## config.mk

```make
export PLATFORM = sky130hd
export DESIGN_NAME = ep0_ctl_csr
export DESIGN_NICKNAME = d
export VERILOG_FILES = /design/src/rtl/ep0_csr_pkg.sv /design/src/rtl/ep0_flag_cell.sv /design/src/rtl/ep0_sat_count.sv /design/src/rtl/ep0_ctl_csr.sv
export SDC_FILE = /design/constraint.sdc
export NUM_CORES = 1
export LEC_CHECK = 0
export BUFFER_PORTS_ARGS = -buffer_cell sky130_fd_sc_hd__buf_4
export CAP_MARGIN = 10
export CORE_AREA = 3 3 40 42
export DETAILED_ROUTE_END_ITERATION = 10
export DIE_AREA = 0 0 43 45
export PLACE_DENSITY = 0.72
export SLEW_MARGIN = 5
export SYNTH_ARGS = -nofsm -noshare
export SYNTH_HDL_FRONTEND = slang
export SYNTH_SLANG_ARGS = --single-unit
export TNS_END_PERCENT = 10
```

## constraint.sdc

```tcl
create_clock -name clk -period 4.25 [get_ports clk]
set_input_delay 0.85 -clock clk [delete_from_list [all_inputs] [get_ports clk]]
set_output_delay 0.85 -clock clk [all_outputs]
set_load 0.05 [all_outputs]
```

## src/rtl/ep0_csr_pkg.sv

```systemverilog
package ep0_csr_pkg;
   localparam int REG_W           = 8;
   localparam int NUM_FLAGS       = 6;
   localparam int BIT_OUT_RDY     = 0;
   localparam int BIT_IN_RDY      = 1;
   localparam int BIT_FORCE_STALL = 2;
   localparam int BIT_DATA_END    = 3;
   localparam int BIT_SETUP_END   = 4;
   localparam int BIT_SEND_STALL  = 5;
   localparam int BIT_SVC_OUT     = 6;
   localparam int BIT_SVC_SETUP   = 7;

   typedef enum logic {OWN_SIE = 1'b0, OWN_MCU = 1'b1} owner_e;

   function automatic owner_e owner_of(input int b);
      if (b == BIT_IN_RDY || b == BIT_DATA_END || b == BIT_SEND_STALL)
         return OWN_MCU;
      return OWN_SIE;
   endfunction
endpackage

```

## src/rtl/ep0_flag_cell.sv

```systemverilog
module ep0_flag_cell (
   input  logic clk,
   input  logic rst_n,
   input  logic upd_en,
   input  logic upd_val,
   input  logic clr,
   output logic q
);
   // owner update wins over the other side's clear
   always_ff @(posedge clk or negedge rst_n) begin
      if (!rst_n)      q <= 1'b0;
      else if (upd_en) q <= upd_val;
      else if (clr)    q <= 1'b0;
   end
endmodule

```

## src/rtl/ep0_sat_count.sv

```systemverilog
module ep0_sat_count #(
   parameter int W = 3
) (
   input  logic         clk,
   input  logic         rst_n,
   input  logic         clr,
   input  logic         inc,
   output logic [W-1:0] q
);
   localparam logic [W-1:0] TOP = '1;

   always_ff @(posedge clk or negedge rst_n) begin
      if (!rst_n)                q <= '0;
      else if (clr)              q <= '0;
      else if (inc && q != TOP)  q <= q + 1'b1;
   end
endmodule

```

## src/rtl/ep0_ctl_csr.sv

```systemverilog
module ep0_ctl_csr
   import ep0_csr_pkg::*;
#(
   parameter int ADDR_W   = 4,
   parameter int CSR_ADDR = 1,
   parameter int CNT_ADDR = 2,
   parameter int CNT_W    = 3
) (
   input  logic              clk,
   input  logic              rst_n,
   input  logic [ADDR_W-1:0] bus_addr,
   input  logic              bus_wr,
   input  logic [REG_W-1:0]  bus_wdata,
   output logic [REG_W-1:0]  bus_rdata,
   input  logic              sie_out_rdy_set,
   input  logic              sie_in_done,
   input  logic              sie_force_stall_set,
   input  logic              sie_force_stall_clr,
   input  logic              sie_setup_end_set,
   input  logic              sie_new_setup,
   input  logic              sie_cnt_inc,
   input  logic              sie_cnt_clr,
   output logic              sie_stall_req,
   output logic              sie_in_rdy,
   output logic              sie_data_end
);
   localparam int ADDR_SPAN = 1 << ADDR_W;

   // elaboration-time parameter checks
   if (CSR_ADDR == CNT_ADDR) begin : g_err_addr_clash
      $error("status and count addresses must differ");
   end
   if (CSR_ADDR >= ADDR_SPAN || CNT_ADDR >= ADDR_SPAN) begin : g_err_addr_range
      $error("register address does not fit ADDR_W");
   end
   if (CNT_W < 1 || CNT_W > REG_W) begin : g_err_cnt_w
      $error("CNT_W must lie in 1..REG_W");
   end

   logic                 csr_wr;
   logic [NUM_FLAGS-1:0] sie_set_v;
   logic [NUM_FLAGS-1:0] clr_v;
   logic [NUM_FLAGS-1:0] upd_en_v;
   logic [NUM_FLAGS-1:0] upd_val_v;
   logic [NUM_FLAGS-1:0] flag_q;
   logic [CNT_W-1:0]     cnt_q;
   logic                 unused_wdata;

   assign csr_wr       = bus_wr && (bus_addr == ADDR_W'(CSR_ADDR));
   assign unused_wdata = ^{bus_wdata[BIT_OUT_RDY], bus_wdata[BIT_FORCE_STALL],
                           bus_wdata[BIT_SETUP_END]};

   always_comb begin
      sie_set_v                   = '0;
      sie_set_v[BIT_OUT_RDY]      = sie_out_rdy_set;
      sie_set_v[BIT_FORCE_STALL]  = sie_force_stall_set;
      sie_set_v[BIT_SETUP_END]    = sie_setup_end_set;

      clr_v                       = '0;
      clr_v[BIT_OUT_RDY]          = csr_wr && bus_wdata[BIT_SVC_OUT];
      clr_v[BIT_SETUP_END]        = csr_wr && bus_wdata[BIT_SVC_SETUP];
      clr_v[BIT_FORCE_STALL]      = sie_force_stall_clr;
      clr_v[BIT_IN_RDY]           = sie_in_done;
      clr_v[BIT_DATA_END]         = sie_new_setup;
      clr_v[BIT_SEND_STALL]       = sie_new_setup;
   end

   // each flag picks its update source from its owning side
   for (genvar i = 0; i < NUM_FLAGS; i++) begin : g_flag
      if (owner_of(i) == OWN_MCU) begin : g_mcu
         assign upd_en_v[i]  = csr_wr;
         assign upd_val_v[i] = bus_wdata[i];
      end else begin : g_sie
         assign upd_en_v[i]  = sie_set_v[i];
         assign upd_val_v[i] = 1'b1;
      end
      ep0_flag_cell u_cell (
         .clk     (clk),
         .rst_n   (rst_n),
         .upd_en  (upd_en_v[i]),
         .upd_val (upd_val_v[i]),
         .clr     (clr_v[i]),
         .q       (flag_q[i])
      );
   end

   ep0_sat_count #(.W(CNT_W)) u_cnt (
      .clk   (clk),
      .rst_n (rst_n),
      .clr   (sie_cnt_clr),
      .inc   (sie_cnt_inc),
      .q     (cnt_q)
   );

   always_comb begin
      bus_rdata = '0;
      if (bus_addr == ADDR_W'(CSR_ADDR))
         bus_rdata[NUM_FLAGS-1:0] = flag_q;
      else if (bus_addr == ADDR_W'(CNT_ADDR))
         bus_rdata[CNT_W-1:0] = cnt_q;
   end

   assign sie_stall_req = flag_q[BIT_SEND_STALL] | flag_q[BIT_FORCE_STALL];
   assign sie_in_rdy    = flag_q[BIT_IN_RDY];
   assign sie_data_end  = flag_q[BIT_DATA_END];
endmodule

```

==> results.toml <==
[run_status]
status = "finished clean"

[final_layout]
fin_nets = 104
drive_above_1_share_pct = 47.4
final_cell_mix = "28 x buf_4, 9 x dfrtp_1, 6 x nor2b_1"
final_area_um2 = 764
area_growth_pct = 46.9
layout_commonest_cell = "buf_4"
n_antenna_cell = 0
final_cells = 93
fill_cells = 114

[timing]
timing.final.ws_setup_ns = 1.62
finalHoldViolations = 0
rsz0062_at_grt = "no"
skew_ns = 0.0000838
period_needed_ns = 2.63
finalSetupTns_ns = 0
setup_violations = 0
fin_crit_sh_pct = 61.9
max_freq_mhz = 380
slew_viol_final = 0

[routing]
antenna_left = 0
num_vias = 455
wl_per_cell_um = 11.2
vias_per_cell = 4.89
drtPass1Iterations = 3
drt-total-wl_um = 1050
drc = 0
drt-initial-drc-count = 3

[cts]
cts_made_buffers = 3
cts_tree = "built"
cts_sinks = 9
cts_root_buf = "clkbuf_4"
ctsResizeCount = 0
h-tree-depth = 1
clkLatencyLatePin_ns = 0.25
path_clk_slew_ns = 0.06
ctsHoldBuffers = 0
clockBufferDepth = 2
post_cts_buffers = 0

[setup_path]
cp.depth = 4
path_cells = "buf_4 > nor4b_4 > and2_1 > buf_4"
crit_buf_inv = 2
timing.rr.start = "u_cnt.q[0]"
criticalPathCategory = "input pin to output port"
cpMostUsedCell = "buf_4"
end_kind = "output port"
r2r_slack_ns = 2.77
slowest_delay_ns = 0.41
rr_worst_depth = 5
worstSetupStartpointType = "input pin"
critPathSlowestCell = "nor4b_4"
crit_arrival_ns = 1.78
crit_family = "simple AND/OR/NAND/NOR gates"
worst-path-max-fanout = 6
reg2reg_to = "u_cnt.q[1]"
worstPathRequired_ns = 3.40

[place]
dp_worst_setup_slack_ns = 1.62
portBuffers = 28
hpwl_um = 889
gp_congestion = 0.687
dp_cells = 89
placed_area_um2 = 738

[grt]
grt_pass1_vias = 503
grt_pass1_wl_um = 1890
grt_util_all_layers_pct = 13.1
met3_usage_pct = 1.59
met2_usage_pct = 22.5
overflow = 0
top_usage_layer = "met2"
antenna_found_initial = 0
met1_usage_pct = 14.5
grt_max_degree = 10

[power]
ir_worst_vdd_mv = 0.149
powerDensity_nw_per_um2 = 264
p_leak_nw = 0.395
p_total_mw = 0.202

[logic_synthesis]
avgSynthCellArea_um2 = 11.1
ys_seq_area_share_pct = 43.3
synth_area_um2 = 520
synth_enable_flop_cells = 0
synth_cell_types = 18
synth_flop_cell = "dfrtp_1"
ys_ff_latch = 9
yosysWarningCount = 0
synthArstFlopShare_pct = 100
netlist_instances = 47

[job]
maxCapViolations = 0

[floorplanning]
initial_utilization_pct = 40.5
die-area_um2 = 1940
die_x_um = 43
num_rows = 13
io_pins = 34
core-area_um2 = 1280
die_y_um = 45

[min_path]
hold_class = "input pin to asynchronous set/reset pin"
==> per-layer routing <==
| metal | share of wire, % | vias to the layer above |
|---|---|---|
| li1 | - | 222 |
| met1 | 38 | 209 |
| met2 | 51 | 22 |
| met3 | 9.4 | 2 |
| met4 | 1.3 | 0 |
| met5 | 0 | - |
==> worst register-to-register path: stages (launching register included) <==
cell,delay [ns]
dfrtp_1,0.40
ha_1,0.21
ha_1,0.18
nor2b_1,0.28
mux2i_1,0.24
nor2_1,0.05
==> cell usage after synthesis, drive strengths merged (2+ instances only) <==
cell type	n	area (um^2)
buf	2	15.0
nand3	2	10.0
mux2i	2	20.0
mux2	3	45.0
dfrtp	9	225
a21o	3	22.5
ha	2	25.0
nor2	3	11.3
and2	3	18.8
nor3	3	15.0
a22oi	3	22.5
nor2b	6	37.5
==> state kept, by name, summed over array words and instances, names as in the netlist <==
| signal | count |
|---|---|
| g_flag.u_cell.q | 6 |
| u_cnt.q | 3 |
==> cells by family after synthesis <==
logic type               count (synthesis)  synth area share (%)
AO/OA/AOI/OAI                            6                  8.65
XOR/XNOR                                 1                  1.68
adder cells (fa/ha/maj)                  2                  4.81
buffers and inverters                    3                  3.60
flip-flops                               9                  43.3
multiplexers                             5                  12.5
other                                    1                 0.720
AND/OR/NAND/NOR                         20                  24.8
==> worst max path at each step <==
stage                startpoint           end  slack, ns
finish              bus_addr[3]  bus_rdata[3]       1.62
detailed placement  bus_addr[3]  bus_rdata[5]       1.62
global placement    bus_addr[3]  bus_rdata[5]       1.61
CTS                 bus_addr[3]  bus_rdata[3]       1.61
floorplan           bus_addr[0]  bus_rdata[1]       1.20
global route        bus_addr[3]  bus_rdata[3]       1.55
==> through the flow <==
| step | util, % | hold slack (ns) |
|---|---|---|
| CTS | 59.5 | 0.401 |
| global route | 59.5 | 0.402 |
| floorplan | - | 0.441 |
| finish | 59.5 | 0.404 |
| detailed placement | 57.4 | 0.458 |
| global placement | 57.4 | 0.456 |
==> power by group <==
part           switching [mW]  total (mW)  leakage [nW]  internal, mW
combinational          0.0236      0.0453         0.269        0.0217
sequential            0.00289      0.0921         0.110        0.0892
clock                  0.0282      0.0643        0.0150        0.0361
total                  0.0547       0.202         0.395         0.147
==> cell type report <==
type	instances	area, um^2	area share [%]
sequential	9	225	29.5
inverter	1	3.75	0.491
multi-input combinational	36	280	36.7
clock buffer	4	26.3	3.44
tap	15	18.8	2.45
timing repair buffer	28	210	27.5
(Power assumes the default switching activity.)
